<file path="src/rtl/mpuart_pkg.sv">
package mpuart_pkg;

    typedef struct packed {
        logic eie;
        logic rie;
        logic addr_fmt;
        logic wake_en;
        logic rx_en;
    } ctl_t;

    typedef struct packed {
        logic mark;
        logic ovr;
        logic ferr;
        logic full;
    } sts_t;

    typedef enum logic [2:0] {
        FR_IDLE,
        FR_START,
        FR_DATA,
        FR_MARK,
        FR_STOP
    } fr_state_e;

endpackage

</file>
<file path="src/rtl/mpuart_baud.sv">
module mpuart_baud #(
    parameter int CLK_DIV = 27
) (
    input  logic clk,
    input  logic rst_n,
    output logic tick_o
);
    localparam int CW = (CLK_DIV > 1) ? $clog2(CLK_DIV) : 1;
    localparam logic [CW-1:0] LAST = CW'(CLK_DIV - 1);

    typedef struct packed {
        logic [CW-1:0] cnt;
        logic          tick;
    } baud_t;

    baud_t st_d, st_q;

    always_comb begin
        st_d      = st_q;
        st_d.tick = 1'b0;
        if (st_q.cnt == LAST) begin
            st_d.cnt  = '0;
            st_d.tick = 1'b1;
        end else begin
            st_d.cnt = st_q.cnt + 1'b1;
        end
    end

    always_ff @(posedge clk or negedge rst_n) begin
        if (!rst_n) st_q <= '0;
        else        st_q <= st_d;
    end

    assign tick_o = st_q.tick;
endmodule

</file>
<file path="src/rtl/mpuart_sync.sv">
module mpuart_sync #(
    parameter int STAGES = 2
) (
    input  logic clk,
    input  logic rst_n,
    input  logic din,
    output logic dout
);
    logic [STAGES-1:0] sh_d, sh_q;

    always_comb begin
        sh_d[0] = din;
        for (int i = 1; i < STAGES; i++) sh_d[i] = sh_q[i-1];
    end

    always_ff @(posedge clk or negedge rst_n) begin
        if (!rst_n) sh_q <= '1;
        else        sh_q <= sh_d;
    end

    assign dout = sh_q[STAGES-1];
endmodule

</file>
<file path="src/rtl/mpuart_frame.sv">
module mpuart_frame
    import mpuart_pkg::*;
#(
    parameter int DATA_W = 8,
    parameter int OVS    = 16
) (
    input  logic              clk,
    input  logic              rst_n,
    input  logic              tick,
    input  logic              rxd,
    input  logic              rx_en,
    input  logic              addr_fmt,
    output logic              done_o,
    output logic [DATA_W-1:0] data_o,
    output logic              mark_o,
    output logic              stop_ok_o,
    output logic              idle_o
);
    localparam int OW = $clog2(OVS);
    localparam int IW = (DATA_W > 1) ? $clog2(DATA_W) : 1;
    localparam logic [OW-1:0] HALF_LAST = OW'(OVS / 2 - 1);
    localparam logic [OW-1:0] FULL_LAST = OW'(OVS - 1);
    localparam logic [IW-1:0] IDX_LAST  = IW'(DATA_W - 1);

    typedef struct packed {
        fr_state_e         st;
        logic [OW-1:0]     cnt;
        logic [IW-1:0]     idx;
        logic [DATA_W-1:0] sh;
        logic              fmt;
        logic              mark;
        logic              stop_ok;
        logic              done;
    } fr_t;

    fr_t st_d, st_q;

    always_comb begin
        st_d      = st_q;
        st_d.done = 1'b0;
        if (tick) begin
            unique case (st_q.st)
                FR_IDLE: begin
                    if (!rxd && rx_en) begin
                        st_d.st   = FR_START;
                        st_d.cnt  = '0;
                        st_d.fmt  = addr_fmt;
                        st_d.mark = 1'b0;
                    end
                end
                FR_START: begin
                    if (st_q.cnt == HALF_LAST) begin
                        st_d.cnt = '0;
                        st_d.idx = '0;
                        st_d.st  = rxd ? FR_IDLE : FR_DATA;
                    end else begin
                        st_d.cnt = st_q.cnt + 1'b1;
                    end
                end
                FR_DATA: begin
                    if (st_q.cnt == FULL_LAST) begin
                        st_d.cnt = '0;
                        st_d.sh  = {rxd, st_q.sh[DATA_W-1:1]};
                        if (st_q.idx == IDX_LAST)
                            st_d.st = st_q.fmt ? FR_MARK : FR_STOP;
                        else
                            st_d.idx = st_q.idx + 1'b1;
                    end else begin
                        st_d.cnt = st_q.cnt + 1'b1;
                    end
                end
                FR_MARK: begin
                    if (st_q.cnt == FULL_LAST) begin
                        st_d.cnt  = '0;
                        st_d.mark = rxd;
                        st_d.st   = FR_STOP;
                    end else begin
                        st_d.cnt = st_q.cnt + 1'b1;
                    end
                end
                FR_STOP: begin
                    if (st_q.cnt == FULL_LAST) begin
                        st_d.cnt     = '0;
                        st_d.stop_ok = rxd;
                        st_d.done    = 1'b1;
                        st_d.st      = FR_IDLE;
                    end else begin
                        st_d.cnt = st_q.cnt + 1'b1;
                    end
                end
                default: st_d.st = FR_IDLE;
            endcase
        end
    end

    always_ff @(posedge clk or negedge rst_n) begin
        if (!rst_n) begin
            st_q         <= '0;
            st_q.st      <= FR_IDLE;
            st_q.stop_ok <= 1'b1;
        end else begin
            st_q <= st_d;
        end
    end

    assign done_o    = st_q.done;
    assign data_o    = st_q.sh;
    assign mark_o    = st_q.mark;
    assign stop_ok_o = st_q.stop_ok;
    assign idle_o    = (st_q.st == FR_IDLE);
endmodule

</file>
<file path="src/rtl/mpuart_rx.sv">
module mpuart_rx
    import mpuart_pkg::*;
#(
    parameter int DATA_W      = 8,
    parameter int OVS         = 16,
    parameter int CLK_DIV     = 27,
    parameter int SYNC_STAGES = 2
) (
    input  logic              clk,
    input  logic              rst_n,
    input  logic              rx_i,
    input  logic              ctl_we,
    input  logic [4:0]        ctl_wdata,
    input  logic              sts_clr_we,
    input  logic [3:0]        sts_clr_mask,
    output logic [4:0]        ctl_o,
    output logic [3:0]        sts_o,
    output logic [DATA_W-1:0] rx_data_o,
    output logic              rx_irq_o,
    output logic              err_irq_o
);
    typedef struct packed {
        ctl_t              ctl;
        sts_t              sts;
        logic [DATA_W-1:0] data;
        logic              rx_irq;
        logic              err_irq;
    } reg_t;

    reg_t st_d, st_q;

    logic              tick;
    logic              rxd;
    logic              frm_done;
    logic [DATA_W-1:0] frm_data;
    logic              frm_mark;
    logic              frm_stop_ok;
    logic              frm_idle;
    logic              wake_act;
    logic              wake_nxt;
    logic              drop;

    mpuart_baud #(.CLK_DIV(CLK_DIV)) u_baud (
        .clk    (clk),
        .rst_n  (rst_n),
        .tick_o (tick)
    );

    mpuart_sync #(.STAGES(SYNC_STAGES)) u_sync (
        .clk   (clk),
        .rst_n (rst_n),
        .din   (rx_i),
        .dout  (rxd)
    );

    mpuart_frame #(.DATA_W(DATA_W), .OVS(OVS)) u_frame (
        .clk       (clk),
        .rst_n     (rst_n),
        .tick      (tick),
        .rxd       (rxd),
        .rx_en     (st_q.ctl.rx_en),
        .addr_fmt  (st_q.ctl.addr_fmt),
        .done_o    (frm_done),
        .data_o    (frm_data),
        .mark_o    (frm_mark),
        .stop_ok_o (frm_stop_ok),
        .idle_o    (frm_idle)
    );

    assign wake_act = st_q.ctl.wake_en & st_q.ctl.addr_fmt;
    assign drop     = wake_act & ~frm_mark;

    always_comb begin
        st_d = st_q;
        if (ctl_we)     st_d.ctl = ctl_t'(ctl_wdata);
        if (sts_clr_we) st_d.sts = st_d.sts & ~sts_t'(sts_clr_mask);
        if (frm_done && !drop) begin
            if (wake_act) st_d.ctl.wake_en = 1'b0;
            if (st_d.sts.full) begin
                st_d.sts.ovr = 1'b1;
                if (!frm_stop_ok) st_d.sts.ferr = 1'b1;
            end else if (!frm_stop_ok) begin
                st_d.sts.ferr = 1'b1;
            end else begin
                st_d.data     = frm_data;
                st_d.sts.full = 1'b1;
                st_d.sts.mark = frm_mark;
            end
        end
        wake_nxt     = st_d.ctl.wake_en & st_d.ctl.addr_fmt;
        st_d.rx_irq  = st_d.sts.full & st_d.ctl.rie & ~wake_nxt;
        st_d.err_irq = (st_d.sts.ferr | st_d.sts.ovr) & st_d.ctl.eie & ~wake_nxt;
    end

    always_ff @(posedge clk or negedge rst_n) begin
        if (!rst_n) st_q <= '0;
        else        st_q <= st_d;
    end

    assign ctl_o     = st_q.ctl;
    assign sts_o     = st_q.sts;
    assign rx_data_o = st_q.data;
    assign rx_irq_o  = st_q.rx_irq;
    assign err_irq_o = st_q.err_irq;
endmodule

</file>
<file path="config.mk">
export PLATFORM = sky130hd
export DESIGN_NAME = mpuart_rx
export DESIGN_NICKNAME = d
export VERILOG_FILES = /design/src/rtl/mpuart_pkg.sv /design/src/rtl/mpuart_baud.sv /design/src/rtl/mpuart_sync.sv /design/src/rtl/mpuart_frame.sv /design/src/rtl/mpuart_rx.sv
export SDC_FILE = /design/constraint.sdc
export NUM_CORES = 1
export LEC_CHECK = 0
export BUFFER_PORTS_ARGS = -buffer_cell sky130_fd_sc_hd__buf_2
export CORE_UTILIZATION = 55
export CTS_BUF_LIST = sky130_fd_sc_hd__clkbuf_8
export DETAILED_ROUTE_END_ITERATION = 12
export PLACE_DENSITY = 0.82
export SLEW_MARGIN = 40
export SYNTH_ARGS = -nofsm -noshare
export SYNTH_HDL_FRONTEND = slang
export SYNTH_SLANG_ARGS = --single-unit
</file>
<file path="constraint.sdc">
create_clock -name clk -period 3.5 [get_ports clk]
set_input_delay 0.7 -clock clk [delete_from_list [all_inputs] [get_ports clk]]
set_output_delay 0.7 -clock clk [all_outputs]
set_load 0.05 [all_outputs]
</file>
### Word-level counts from Yosys, hierarchy flattened

Index checks and enable logic that the tools add are counted.

| storage, ports and cells | value |
|---|---|
| register bits after elaboration | 49 |
| input bits | 14 |
| output and inout port bits | 19 |

| cells by class | value |
|---|---|
| $add $sub $neg | 3 |
| equality and inequality tests | 15 |
| mux-type cells | 35 |
| bitwise operators | 13 |
| reductions and logical operators | 17 |

Operators with widths:

| operator | count |
|---|---|
| 3-bit two-way mux | 8 |
| 9-bit two-way mux | 2 |
| 3-bit one-hot mux with 5 select lines | 1 |
| 3-bit AND reduction | 5 |
| 12-bit two-way mux | 1 |
| 4-bit two-way mux | 3 |
| 2-bit by 1-bit inequality test with 1-bit output, second input constant | 6 |
| 4-bit one-hot mux with 3 select lines | 1 |
| 1-bit two-way mux | 11 |
| 11-bit two-way mux | 1 |
| 5-bit two-way mux | 2 |
| 1-bit AND | 7 |
| 7-bit two-way mux | 1 |
| 7-bit AND reduction | 1 |
| 3-bit by 2-bit == test with 1-bit output, second input constant | 2 |
| 3-bit == test, second input constant | 2 |
| 3-bit one-hot mux with 2 select lines | 1 |
| 5-bit by 1-bit adder with 5-bit output, second input constant | 1 |
| 5-bit == test, second input constant | 1 |
| 5-bit AND reduction | 1 |
| 4-bit by 1-bit adder with 4-bit output, second input constant | 1 |
| 4-bit AND | 1 |
| 4-bit by 3-bit == test with 1-bit output, second input constant | 1 |
| 4-bit == test, second input constant | 1 |
| 15 further kinds | 21 |

### Logic depth before layout (Yosys ltp)

| depth | value |
|---|---|
| word-level depth | 9 |
| mapped depth | 6 |
| gate-level depth less buffers | 6 |

### Modules after synthesis

A second synthesis with hierarchy kept.

| second synthesis, totals | value |
|---|---|
| cells, all modules | 194 |
| area total of the unflattened synthesis | 2428.6 sq um |

By module, submodules not included:

| module | instances | cells an instance | area each (sq um) | sequential area each (sq um) |
|---|---|---|---|---|
| mpuart_frame | 1 | 112 | 1270.0 | 551.8 |
| mpuart_rx | 1 | 55 | 814.5 | 475.5 |
| mpuart_baud | 1 | 25 | 291.5 | 150.1 |
| mpuart_sync | 1 | 2 | 52.6 | 52.6 |

### Worst setup path before layout

Ideal clock, no wire load.

| timing | value |
|---|---|
| path kind | reg2reg |
| start point | reg u_frame.st_q[15] (netlist name) |
| end point | reg u_frame.st_q[21] (netlist name) |
| library setup time | 125 ps |
| arrival time | 1674 ps |
| setup slack | 1701 ps |
| stages on the path, launching flop included | 6 |
| path buffers | 0 |
| cells stage by stage | dfrtp_1 -> ha_1 -> nand3_1 -> a32o_1 -> nor4_4 -> mux2_2 |

| on the way | value |
|---|---|
| word-level cells in the longest chain between the ends | 3 |

RTL lines:

| item | line | RTL |
|---|---|---|
| start: declaration | mpuart_frame.sv:36 | `fr_t st_d, st_q;` |
| start signal: assignment | mpuart_frame.sv:102 | `st_q <= st_d;` |
| 4-bit == test or 4-bit by 3-bit == test with 1-bit output (tied branches) | - |  |
| 2-bit by 1-bit inequality test with 1-bit output (no line) | - |  |
| 7-bit AND reduction (no line) (*) | - |  |

Every way passes the cells marked *; elsewhere a longest branch is shown, timed or not.
A chain may end at the register's enable or synchronous reset.

### Worst setup path after layout

| timing | value |
|---|---|
| start point | reg u_frame.st_q[16] (netlist name) |
| end point | reg u_frame.st_q[21] (netlist name) |

Same word-level chain as after synthesis.

==> impl_metrics.json <==
{
  "final_cell_count_no_fill": 268,
  "ff2ff_setup_slack_ns": 1.47,
  "slew_headroom_pct": 60.4,
  "synth_fa_ha_area_share_pct": 3.26,
  "synth-compound-area-share_pct": 9.43,
  "cts_buffers": 5,
  "avgViaCountPerCell": 5.67,
  "post_cts_buffers": 0,
  "fmax_mhz": 494,
  "worstPathRequired_ns": 3.69,
  "p_leak_nw": 1.25,
  "hold_path_depth": 0,
  "io_pins": 33,
  "die_y_um": 65.7,
  "crit_path_end_kind": "flip-flop",
  "via_count": 1520,
  "synthXorXnorAreaFrac_pct": 0.786,
  "synthSimpleGateAreaFrac_pct": 13.9,
  "r2r_end": "u_frame.st_q[21]",
  "cts_tree": "done",
  "cts_hold_buf": 0,
  "dp_slack_ns": 1.52,
  "r2r-start": "u_frame.st_q[16]",
  "hp-class": "flip-flop to flip-flop",
  "place_hpwl_mm": 2.65,
  "finalSetupTns_ns": 0,
  "drc": 0,
  "drt_iter0_markers": 50,
  "reg2reg_depth": 5,
  "drv_cap": 0,
  "cts_buffer_depth": 2,
  "root_buffer": "clkbuf_8",
  "slew_viol_final": 0,
  "synth_cell_types": 43,
  "dpl_cell_area_um2": 2400,
  "netlist_instances": 188,
  "grt_remaining_overflow": 0,
  "antennaDiodeCount": 0,
  "hold_end": "u_sync.sh_q[1]",
  "yosysTopAreaCell": "dfrtp_1",
  "core_area_um2": 3770,
  "crit_fanout": 5,
  "totalWireLength_mm": 3.76,
  "firstDrtPassIters": 4,
  "netlist.area_leader.share_pct": 51.7,
  "async_flop_share_pct": 100,
  "post_cts_resize_count": 0,
  "synth_nets": 207,
  "die_w_um": 65.7,
  "peakVddDrop_mv": 0.282,
  "die-area_um2": 4310,
  "synthesis.area_um2": 2230,
  "fin_ws_ns": 1.47,
  "min_from": "u_sync.sh_q[0]",
  "crit_path_start_kind": "flip-flop",
  "clk_latency_ns": 0.31,
  "seq_area_frac_synth_pct": 55.2,
  "io_buffers": 32,
  "synth_top_family_by_area": "multiplexers",
  "setup_viol": 0,
  "grt_pass1_vias": 1545,
  "synth_enable_flop_cells": 0,
  "yosysWarnings": 0,
  "rows": 22,
  "yosys_register_bits": 49,
  "cts.sinks": 49,
  "cts_max_level": 2,
  "clk_pin_slew_ns": 0.09,
  "slowest_stage": "dfrtp_1",
  "finalInstanceArea_um2": 2510,
  "fin_nets": 238,
  "cp_cell_sequence": "ha_1 > nand3_1 > a32o_1 > nor4_4 > mux2_2",
  "layout-drive-gt1-share_pct": 33.6,
  "outcome": "finished clean",
  "hold_viol": 0,
  "fin_skew_ns": 0.00513,
  "power_density_nw_per_um2": 418,
  "syn_area_per_cell_um2": 11.9,
  "finalCriticalPeriod_ns": 2.03,
  "worstMarginPinSlew_ns": 0.595,
  "initial_core_util_pct": 59.1,
  "gp_congestion": 0.834,
  "grt.total_usage_pct": 21.0,
  "worstSetupPathType": "flip-flop to flip-flop",
  "synthMuxAreaShare_pct": 14.1,
  "dp_cells": 260,
  "slowest_delay_ns": 0.41,
  "grt_antenna_before_repair": 0,
  "crit_arrival_ns": 2.22,
  "min_period_over_period_pct": 57.9,
  "grt_pass1_wl_mm": 6.73,
  "grt_max_degree": 50,
  "postRouteAntennaNets": 0,
  "avgRoutedWirePerCell_um": 14.0,
  "area.growth.synth_to_final_pct": 12.9,
  "synthFlopType": "dfrtp_1",
  "yosys-top-cells-area": "dfrtp_1 52%, mux2_2 12%, dfstp_2 3.5%",
  "rsz0062_at_grt": "no"
}
layer usage:
layer / up-vias / GRT usage [%] / part of all wire (%)
met3: 13 / 4.69 / 4.5
met1: 737 / 24.6 / 44
met5: - / 0 / 0
met2: 47 / 36.7 / 49
li1: 723 / - / -
met4: 0 / 8.97 / 2.6
placed cells by master (no fill, tap or decap), types with 3 or more instances in the layout:
cell type / synthesis / final
o21ai_0: 9 / 9
nand3_1: 7 / 7
nand2b_1: 3 / 3
ha_1: 5 / 5
nand2_1: 21 / 21
nor2_1: 14 / 14
a21oi_1: 3 / 3
buf_2: 0 / 31
mux2_2: 23 / 23
mux2i_1: 4 / 4
nor3_1: 5 / 5
clkbuf_8: 0 / 5
dfstp_2: 3 / 3
inv_1: 6 / 6
dfrtp_1: 46 / 46
kinds of logic after synthesis:
logic type,after synthesis
AOI/OAI and AO/OA,26
xor gates and xnor gates,2
adders and majority gates,6
buffers and inverters,15
DFF,49
muxes,28
and+or+nand+nor,62
sequential cells by signal, indices dropped and copies added, names as in the netlist:
signal / flops
u_frame.mark_o: 1
u_baud.st_q: 5
u_frame.done_o: 1
u_frame.stop_ok_o: 1
u_baud.tick_o: 1
ctl_o: 5
sts_o: 4
rx_data_o: 8
rx_irq_o: 1
err_irq_o: 1
u_frame.st_q: 11
u_sync.sh_q: 2
u_frame.data_o: 8
worst max path at each step:
stage / startpoint / endpoint / slack [ns] / cells after the start
after floorplan: u_frame.st_q[15] / u_frame.st_q[21] / 1.70 / 5
after global placement: u_frame.st_q[16] / u_frame.st_q[21] / 1.59 / 5
after detailed placement: u_frame.st_q[16] / u_frame.data_o[5] / 1.52 / 5
after CTS: u_frame.st_q[16] / u_frame.st_q[21] / 1.49 / 5
after global routing: u_frame.st_q[16] / u_frame.st_q[21] / 1.36 / 5
final: u_frame.st_q[16] / u_frame.st_q[21] / 1.47 / 5
report_power, final:
part | leakage (nW) | internal, mW | switching, mW
combinational | 0.548 | 0.0198 | 0.0478
clock | 0.0585 | 0.214 | 0.186
sequential | 0.646 | 0.575 | 0.00933
total | 1.25 | 0.809 | 0.243
critical path, delay by kind of cell, from the launching register on:
| family | cells | cell delay (ns) |
|---|---|---|
| mux | 1 | 0.38 |
| compound gates | 1 | 0.31 |
| fa+ha+maj | 1 | 0.24 |
| simple gates | 2 | 0.57 |
| flops | 1 | 0.41 |
cell type report:
class	count	area (µm²)
sequential	49	1230
clock buffer	5	68.8
multi-input combinational	124	923
timing repair buffer	32	163
tap	48	60.1
inverter	7	26.3
fill	291	1260
clock inverter	3	43.8
cell usage after synthesis (2+ instances only):
library cell	count
clkbuf_1	4
o31ai_1	2
nor3_1	5
dfstp_2	3
nor2_1	14
a32o_1	2
o21ai_0	9
buf_4	3
ha_1	5
inv_1	6
nand3_1	7
a21oi_1	3
or3_1	2
nand2b_1	3
dfrtp_1	46
nand2_1	21
mux2i_1	4
and3_1	2
mux2_2	23
per-stage QoR:
stage,hold slack [ns],power (mW),utilization (%)
6_report,0.363,1.05,66.7
4_1_cts,0.365,1.06,66.7
2_1_floorplan,0.345,0.640,-
5_1_grt,0.368,1.09,66.7
3_5_place_dp,0.349,0.664,63.7
3_3_place_gp,0.347,0.662,63.6
No activity file was read; power rests on OpenSTA's default activity.
